**config.mk**
```make
export PLATFORM = sky130hd
export DESIGN_NAME = rop_combiner
export DESIGN_NICKNAME = d
export VERILOG_FILES = /design/src/rtl/rop_pkg.sv /design/src/rtl/rop_code_decoder.sv /design/src/rtl/rop_logic_array.sv /design/src/rtl/rop_fmt_shaper.sv /design/src/rtl/rop_combiner.sv
export SDC_FILE = /design/constraint.sdc
export NUM_CORES = 1
export LEC_CHECK = 0
export ABC_AREA = 0
export CAP_MARGIN = 20
export CORE_MARGIN = 2
export CORE_UTILIZATION = 45
export DETAILED_ROUTE_END_ITERATION = 16
export HOLD_SLACK_MARGIN = 0.12
export PLACE_DENSITY = 0.91
export SETUP_SLACK_MARGIN = 0.05
export SYNTH_ARGS = -nofsm -noshare
export SYNTH_HDL_FRONTEND = slang
export SYNTH_SLANG_ARGS = --single-unit
```
**constraint.sdc**
```tcl
create_clock -name clk -period 2.76 [get_ports clk]
set_input_delay 0.552 -clock clk [delete_from_list [all_inputs] [get_ports clk]]
set_output_delay 0.552 -clock clk [all_outputs]
set_load 0.03 [all_outputs]
```
**src/rtl/rop_pkg.sv**
```systemverilog
package rop_pkg;

    localparam int CODE_W = 8;

    typedef enum logic [1:0] {
        PF_8   = 2'd0,
        PF_15  = 2'd1,
        PF_16  = 2'd2,
        PF_16X = 2'd3
    } pix_fmt_e;

    typedef enum logic [1:0] {
        OPK_NONE = 2'd0,
        OPK_SRC  = 2'd1,
        OPK_PAT  = 2'd2,
        OPK_SEL  = 2'd3
    } op_kind_e;

    typedef struct packed {
        op_kind_e            kind;
        logic [CODE_W-1:0]   tbl;
    } op_dec_t;

    localparam logic [CODE_W-1:0] CODE_SELECT = 8'hB8;

    // Two-operand source code: the pattern operand plays no part, so both nibbles match.
    function automatic logic is_src_code(input logic [CODE_W-1:0] c);
        return c[7:4] == c[3:0];
    endfunction

    // Two-operand pattern code: the source operand plays no part.
    function automatic logic is_pat_code(input logic [CODE_W-1:0] c);
        return (c[3:2] == c[1:0]) && (c[7:6] == c[5:4]);
    endfunction

endpackage

```
**src/rtl/rop_code_decoder.sv**
```systemverilog
module rop_code_decoder
    import rop_pkg::*;
(
    input  logic [CODE_W-1:0] code,
    input  logic              pat_mode,
    output op_dec_t           dec
);
    always_comb begin
        dec.tbl  = code;
        dec.kind = OPK_NONE;
        if (!pat_mode) begin
            if (is_src_code(code))
                dec.kind = OPK_SRC;
        end else begin
            if (code == CODE_SELECT)
                dec.kind = OPK_SEL;
            else if (is_pat_code(code))
                dec.kind = OPK_PAT;
        end
    end
endmodule

```
**src/rtl/rop_logic_array.sv**
```systemverilog
module rop_logic_array
    import rop_pkg::*;
#(
    parameter int PIX_W = 16
) (
    input  op_dec_t          dec,
    input  logic [PIX_W-1:0] src_px,
    input  logic [PIX_W-1:0] dst_px,
    input  logic [PIX_W-1:0] sel_px,
    output logic [PIX_W-1:0] raw_px
);
    // In source mode the operand fills both the pattern and source slots of the table.
    logic use_sel;
    assign use_sel = (dec.kind == OPK_SEL) || (dec.kind == OPK_PAT);

    for (genvar i = 0; i < PIX_W; i++) begin : g_lane
        logic [2:0] idx;
        logic       s_bit;
        always_comb begin
            s_bit = use_sel ? sel_px[i] : src_px[i];
            idx   = {src_px[i], s_bit, dst_px[i]};
            if (dec.kind == OPK_NONE)
                raw_px[i] = dst_px[i];
            else
                raw_px[i] = dec.tbl[idx];
        end
    end
endmodule

```
**src/rtl/rop_fmt_shaper.sv**
```systemverilog
module rop_fmt_shaper
    import rop_pkg::*;
#(
    parameter int PIX_W = 16
) (
    input  pix_fmt_e         fmt,
    input  logic [PIX_W-1:0] raw_px,
    input  logic [PIX_W-1:0] dst_px,
    output logic [PIX_W-1:0] out_px
);
    localparam int LOW_W = PIX_W / 2;
    localparam int TOP   = PIX_W - 1;

    always_comb begin
        unique case (fmt)
            PF_8:    out_px = {{(PIX_W-LOW_W){1'b0}}, raw_px[LOW_W-1:0]};
            PF_15:   out_px = {dst_px[TOP], raw_px[TOP-1:0]};
            default: out_px = raw_px;
        endcase
    end
endmodule

```
**src/rtl/rop_combiner.sv**
```systemverilog
module rop_combiner
    import rop_pkg::*;
#(
    parameter int PIX_W = 16
) (
    input  logic              clk,
    input  logic              rst,
    input  logic [PIX_W-1:0]  src_px,
    input  logic [PIX_W-1:0]  dst_px,
    input  logic [PIX_W-1:0]  sel_px,
    input  logic [CODE_W-1:0] rop_code,
    input  logic              pat_mode,
    input  logic [1:0]        pix_fmt,
    output logic [PIX_W-1:0]  result_px,
    output logic              bad_code
);
    op_dec_t          dec;
    logic [PIX_W-1:0] raw_px;
    logic [PIX_W-1:0] shaped_px;

    rop_code_decoder u_dec (
        .code     (rop_code),
        .pat_mode (pat_mode),
        .dec      (dec)
    );

    rop_logic_array #(.PIX_W(PIX_W)) u_lanes (
        .dec    (dec),
        .src_px (src_px),
        .dst_px (dst_px),
        .sel_px (sel_px),
        .raw_px (raw_px)
    );

    rop_fmt_shaper #(.PIX_W(PIX_W)) u_shape (
        .fmt    (pix_fmt_e'(pix_fmt)),
        .raw_px (raw_px),
        .dst_px (dst_px),
        .out_px (shaped_px)
    );

    always_ff @(posedge clk) begin
        if (rst) begin
            result_px <= '0;
            bad_code  <= 1'b0;
        end else begin
            result_px <= shaped_px;
            bad_code  <= (dec.kind == OPK_NONE);
        end
    end
endmodule

```
==> results.md, run 1 <==
* Sequential fraction of the synthesis area at 16.6%
* Dpl cells at 351
* Crit path DAT at 2.63 ns
* CP Class: primary input to flip-flop
* CTS resizes at 0
* Die span in y at 71.5 um
* Initial antenna violation count at 0
* HP Class: primary input to flip-flop
* Syn_area_per_cell at 8.26 sq um
* Core area at 4380 sq um
* DR vias at 2,257
* Fmax at 0.405 GHz
* Worst vdd ir at 221 uV
* Vias in the first global route at 2,222
* Top cell type by total area after synthesis: dfxtp_1
* Post-route DRC at 0
* Static leakage at 0.00105 uW
* TritonCTS clock tree: built
* Die area at 5110 sq um
* #FFs+latches synth at 17
* CP Capture Type: flip-flop
* Critical Path End: result_px[7]
* Final Hold Viols at 0
* DR iter-0 viols at 167
* Syn Std Cell Area at 2050 sq um
* Initial Utilization at 46.7%
* Endpoints failing setup at 0
* Post-layout min period at 2.47 ns
* Power Dens Cells at 309 nW/um^2
* Clock Sinks at 17
* Syn nets at 309
* Total Neg Setup Slack at 0 ns
* Slew HR at 71.9%
* Top post-synthesis cells by area: dfxtp_1, mux2i_1, mux2_2
* Max-slew violation count at 0
* Unrepaired setup endpoints after global routing: false
* Yosys top cell area share at 16.6%
* Gr ovfl total at 0
* H-Tree Level Count at 1
* Worst Path Required at 2.92 ns
* # rows at 24
* Diode count at 0
* Top-level I/O count at 78
* Max clock buf depth at 2
* Post-CTS Hold Buffers at 0
* Nets at 365
* CTS buffer count at 3
* Mapped Cells at 248
* Commonest non-fill, non-tap cell in the layout: clkdlybuf4s50_1
* Worst Setup Start Kind: primary input
* MaxCap Viol Count at 0
* Drt wl/cell at 17.8 um
* Period Utilization, post-route at 89.5%
* Clock slew at reported path FFs at 0.08 ns
* First-pass GRT wire length at 10,500 um
* Met2 routed WL at 3140 um
* Layout cells sized above 1 at 13.9%
* Critical path fanouts, max at 25
* Worst setup path startpoint: rop_code[1]
* Die W at 71.5 um
* Post-CTS setup buffers at 0
* Total GRT Usage at 24.7%
* Non-Filler Instances at 355
* GPL Wtd Cong at 0.833
* Met3 routed WL at 393 um
* Via density at 6.36
* Clock root cell: clkbuf_8
* DP HPWL at 4480 um
* Max layer used: met4
* WL final at 6310 um
* IO buf count at 77
* Area grow syn2layout at 40.5%
* Largest net degree at the start of global routing at 26
* Cell variety after synth at 32
* Final ANT Viol Nets at 0
* Commonest non-fill, non-tap cells in the layout: clkdlybuf4s50_1, mux2i_1, o21ai_0
* Yosys warns at 0
* Worst-Margin Slew at 0.420 ns
* Drt first pass iters at 4
* Wl on met1 at 2710 um
* Status: completed
==> kinds of logic (layout without fill, tap and decap cells) <==
logic type	count (synthesis)	after routing	share of synthesized area (%)
AOI/OAI and AO/OA	89	89	34.3
and+or+nand+nor	41	41	10.8
xor gates and xnor gates	8	8	3.42
buffers and inverters	43	98	9.41
DFF	17	17	16.6
muxes	50	50	25.5
==> worst min-delay path by stage <==
stage               startpoint            end  cells past startpoint
floorplan           pix_fmt[0]  result_px[15]                      1
global placement     src_px[2]   result_px[2]                      3
detailed placement  src_px[10]  result_px[10]                      3
CTS                 src_px[10]  result_px[10]                      3
global route        src_px[10]  result_px[10]                      3
finish              src_px[10]  result_px[10]                      3
==> flip-flops by register name (all words and copies together), names as in the netlist <==
register and flops:
result_px 16, bad_code 1
==> critical path, stage by stage <==
cell and delay (ns):
clkdlybuf4s50_1 0.55, xnor2_1 0.15, nand4_1 0.24, a21boi_4 0.26
buf_12 0.18, a221oi_1 0.09, a311o_1 0.33, a311oi_1 0.28
==> power by group <==
group | internal, uW | leakage [uW] | switching, uW | total [uW]
logic | 219 | 0.000882 | 201 | 419
clock network | 100 | 0.0000255 | 101 | 202
registers | 264 | 0.000141 | 6.08 | 270
total | 583 | 0.00105 | 308 | 890
==> metal layers <==
metal / vias up / GRT usage, %
met5: - / 0
met1: 1091 / 31.4
met3: 6 / 3.23
met2: 81 / 43.0
met4: 0 / 8.39
li1: 1079 / -
==> cell usage after synthesis (all sizes together) <==
| library cell | count |
|---|---|
| a211o | 1 |
| a21bo | 1 |
| a21boi | 1 |
| a21oi | 2 |
| a221oi | 15 |
| a311o | 15 |
| a311oi | 8 |
| a31oi | 7 |
| a32o | 1 |
| and4bb | 1 |
| buf | 15 |
| clkbuf | 28 |
| dfxtp | 17 |
| mux2 | 17 |
| mux2i | 33 |
| nand2 | 3 |
| nand3 | 1 |
| nand4 | 2 |
| nor2 | 15 |
| nor2b | 15 |
| nor3 | 2 |
| nor3b | 1 |
| o21ai | 22 |
| o311ai | 15 |
| o31ai | 1 |
| or2 | 1 |
| xnor2 | 7 |
| xor2 | 1 |
==> metrics by stage <==
| step | setup WS, ns | instance area [sq um] | total power [uW] | hold slack (ns) | utilization (%) |
|---|---|---|---|---|---|
| 2_1_floorplan | 0.616 | 2050 | 516 | 0.714 | - |
| 3_3_place_gp | 0.156 | 2830 | 680 | 1.21 | 64.6 |
| 3_5_place_dp | 0.0330 | 2830 | 689 | 1.20 | 64.6 |
| 4_1_cts | 0.300 | 2880 | 894 | 0.913 | 65.6 |
| 5_1_grt | 0.155 | 2880 | 933 | 0.955 | 65.6 |
| 6_report | 0.290 | 2880 | 890 | 0.924 | 65.6 |
==> layout make-up <==
cell class | instances | area, sq um
clock buffers | 3 | 41.3
clock inverters | 1 | 5.00
fillers | 377 | 1510
multi-input cells | 188 | 1520
flip-flops and latches | 17 | 340
well taps | 52 | 65.1
repair buffers | 94 | 911
No activity file was read; power rests on OpenSTA's default activity.
==> run 2, diff against run 1 <==
CORE_UTILIZATION = 46   (was 45)
CTS_BUF_LIST = sky130_fd_sc_hd__clkbuf_4   (was default)
PLACE_DENSITY = 0.92   (was 0.91)
==> run 2 against run 1 <==
  * First-iteration DRC count grew 25%
  * Final cell count is the same
  * Via count grew 4.3%
  * Global-route usage grew 0.46 points
  * Core utilization grew 1.1 points
  * Cell area grew 0.22%
  * Sequential power is essentially flat
  * Combinational power grew 2%
==> results.md, run 2 (synthesis gave the netlist of run 1 again) <==
* IO buf count at 77 (unchanged)
* Initial Utilization at 47.4% (+0.65 points)
* DR iter-0 viols at 208 (+25%)
* Cells along the critical path: clkdlybuf4s50_1 > xnor2_1 > nand4_1 > a21boi_4 > buf_12 > a221oi_1 > a311o_1 > a311oi_1
* H-Tree Level Count at 1 (unchanged)
* Post-layout min period at 2.42 ns (-0.0467 ns)
* Worst-Margin Slew at 0.488 ns (+0.0679 ns)
* Post-CTS setup buffers at 0 (unchanged)
* Max reg flops at 16 (unchanged)
* Largest registers: result_px: 16 flops, bad_code: 1 flops
* Initial antenna violation count at 0 (unchanged)
* Met3 usage at 4.99% (+1.8 points)
* Clock root cell: clkbuf_4
* Nets at 365 (unchanged)
* Final Hold Viols at 0 (unchanged)
* Die area at 5000 sq um (-2.0%)
* Total Neg Setup Slack at 0 ns (unchanged)
* Storage cell area at 340 sq um (unchanged)
* Final worst setup slack at 0.337 ns (+0.0467 ns)
* Clock slew at reported path FFs at 0.12 ns (+0.04 ns)
* Fmax at 0.413 GHz (+1.9%)
* Critical path fanouts, max at 33 (+32%)
* Met2 Usage GRT at 43.9% (+0.92 points)
* Worst Path Required at 2.96 ns (+0.04 ns)
* Top reg by flops: result_px
* Period Utilization, post-route at 87.8% (-1.7 points)
* Max-slew violation count at 0 (unchanged)
* Top-level I/O count at 78 (unchanged)
* Slew HR at 67.3% (-4.5 points)
* Status: completed
* WL final at 6480 um (+2.7%)
* Count of cells along the worst hold path at 3 (unchanged)
* Non-Filler Instances at 355 (unchanged)
* CP Class: primary input to flip-flop
* Final ANT Viol Nets at 0 (unchanged)
* Layout cells sized above 1 at 13.9% (unchanged)
* Max clock buf depth at 2 (unchanged)
* MaxCap Viol Count at 0 (unchanged)
* Drt wl/cell at 18.3 um (+2.7%)
* Dpl cells at 351 (unchanged)
* CP Capture Type: flip-flop
* Hold-critical path endpoint: result_px[13]
* Die span in y at 70.7 um (-1.0%)
* Worst slack, placed at 0.0353 ns (+0.00230 ns)
* Drt first pass iters at 5 (+1)
* Met1 Use GR at 31.1% (-0.30 points)
* Die W at 70.7 um (-1.0%)
* Clock Sinks at 17 (unchanged)
* CTS buffer count at 3 (unchanged)
* Largest net degree at the start of global routing at 34 (+31%)
* Core area at 4320 sq um (-1.4%)
* Endpoints failing setup at 0 (unchanged)
* Multi-input logic area at 1520 sq um (unchanged)
* Area grow syn2layout at 40.8%
* DR vias at 2,355 (+4.3%)
* Commonest non-fill, non-tap cells in the layout: clkdlybuf4s50_1, mux2i_1, o21ai_0
* Fillers at 361 (-4.2%)
* Post-CTS Hold Buffers at 0 (unchanged)
* TritonCTS clock tree: built
* DP HPWL at 4510 um (+0.71%)
* Post-route DRC at 0 (unchanged)
* Unrepaired setup endpoints after global routing: false
* CP max stage delay at 0.54 ns (about the same)
* Worst path slowest cell: clkdlybuf4s50_1
* Most Crowded Layer GR: met2
* Diode count at 0 (unchanged)
* Pwr Total at 845 uW (-5.1%)
* CTS resizes at 0 (unchanged)
* Worst vdd ir at 140 uV (-37%)
* Crit path DAT at 2.63 ns (about the same)
* Hold Crit Start: src_px[13]
* Power Dens Cells at 293 nW/um^2 (-5.3%)
* GPL Wtd Cong at 0.824 (-1.1%)
* Commonest non-fill, non-tap cell in the layout: clkdlybuf4s50_1
* First-pass GRT wire length at 10,400 um (-0.33%)
* Worst Setup Start Kind: primary input
* Vias in the first global route at 2,227 (+0.23%)
* Static leakage at 0.00105 uW (+0.15%)
* # rows at 24 (unchanged)
* Gr ovfl total at 0 (unchanged)
* Via density at 6.63 (+4.3%)
* HP Class: primary input to flip-flop
* Total GRT Usage at 25.2% (+0.46 points)
## run 2: cell type report
class | instances | share of cell area [%]
Clock inverter | 1 | 0.174
Clock buffer | 3 | 0.781
Timing Repair Buffer | 94 | 32.5
Multi-Input combinational cell | 188 | 52.5
Tap cell | 52 | 2.26
Sequential cell | 17 | 11.8
## run 2: per-stage QoR
| stage | hold slack, ns | utilization, % | instance area [sq um] |
|---|---|---|---|
| final | 0.874 | 66.7 | 2880 |
| after global routing | 0.894 | 66.7 | 2880 |
| after CTS | 0.858 | 66.7 | 2880 |
| after detailed placement | 1.20 | 66.1 | 2860 |
| after global placement | 1.22 | 66.1 | 2860 |
| after floorplan | 0.714 | - | 2050 |
## run 2: critical path: cells and delay by family
kind            cells  cell delay (ns)
xor+xnor            1             0.14
compound gates      4             0.98
buf+inv             2             0.74
simple gates        1             0.22
## run 2: how the worst max path moves through the flow
stage	to	startpoint	slack [ns]	depth (start not counted)
after floorplan	result_px[1]	rop_code[1]	0.62	8
after global placement	result_px[0]	rop_code[1]	0.14	8
after detailed placement	result_px[3]	rop_code[2]	0.04	8
after CTS	result_px[6]	rop_code[2]	0.34	8
after global routing	result_px[4]	rop_code[2]	0.21	8
final	result_px[6]	rop_code[6]	0.34	8
## run 2: power by group
| group | switching (uW) | internal, uW | total, uW |
|---|---|---|---|
| combinational | 206 | 223 | 429 |
| clock | 93.0 | 54.0 | 147 |
| sequential | 5.53 | 264 | 269 |
| total | 304 | 541 | 845 |
## run 2: per-layer routing
layer,vias to the layer above,routed length (um)
li1,1089,-
met1,1127,2670
met2,131,3200
met3,8,542
met4,0,70
met5,-,0
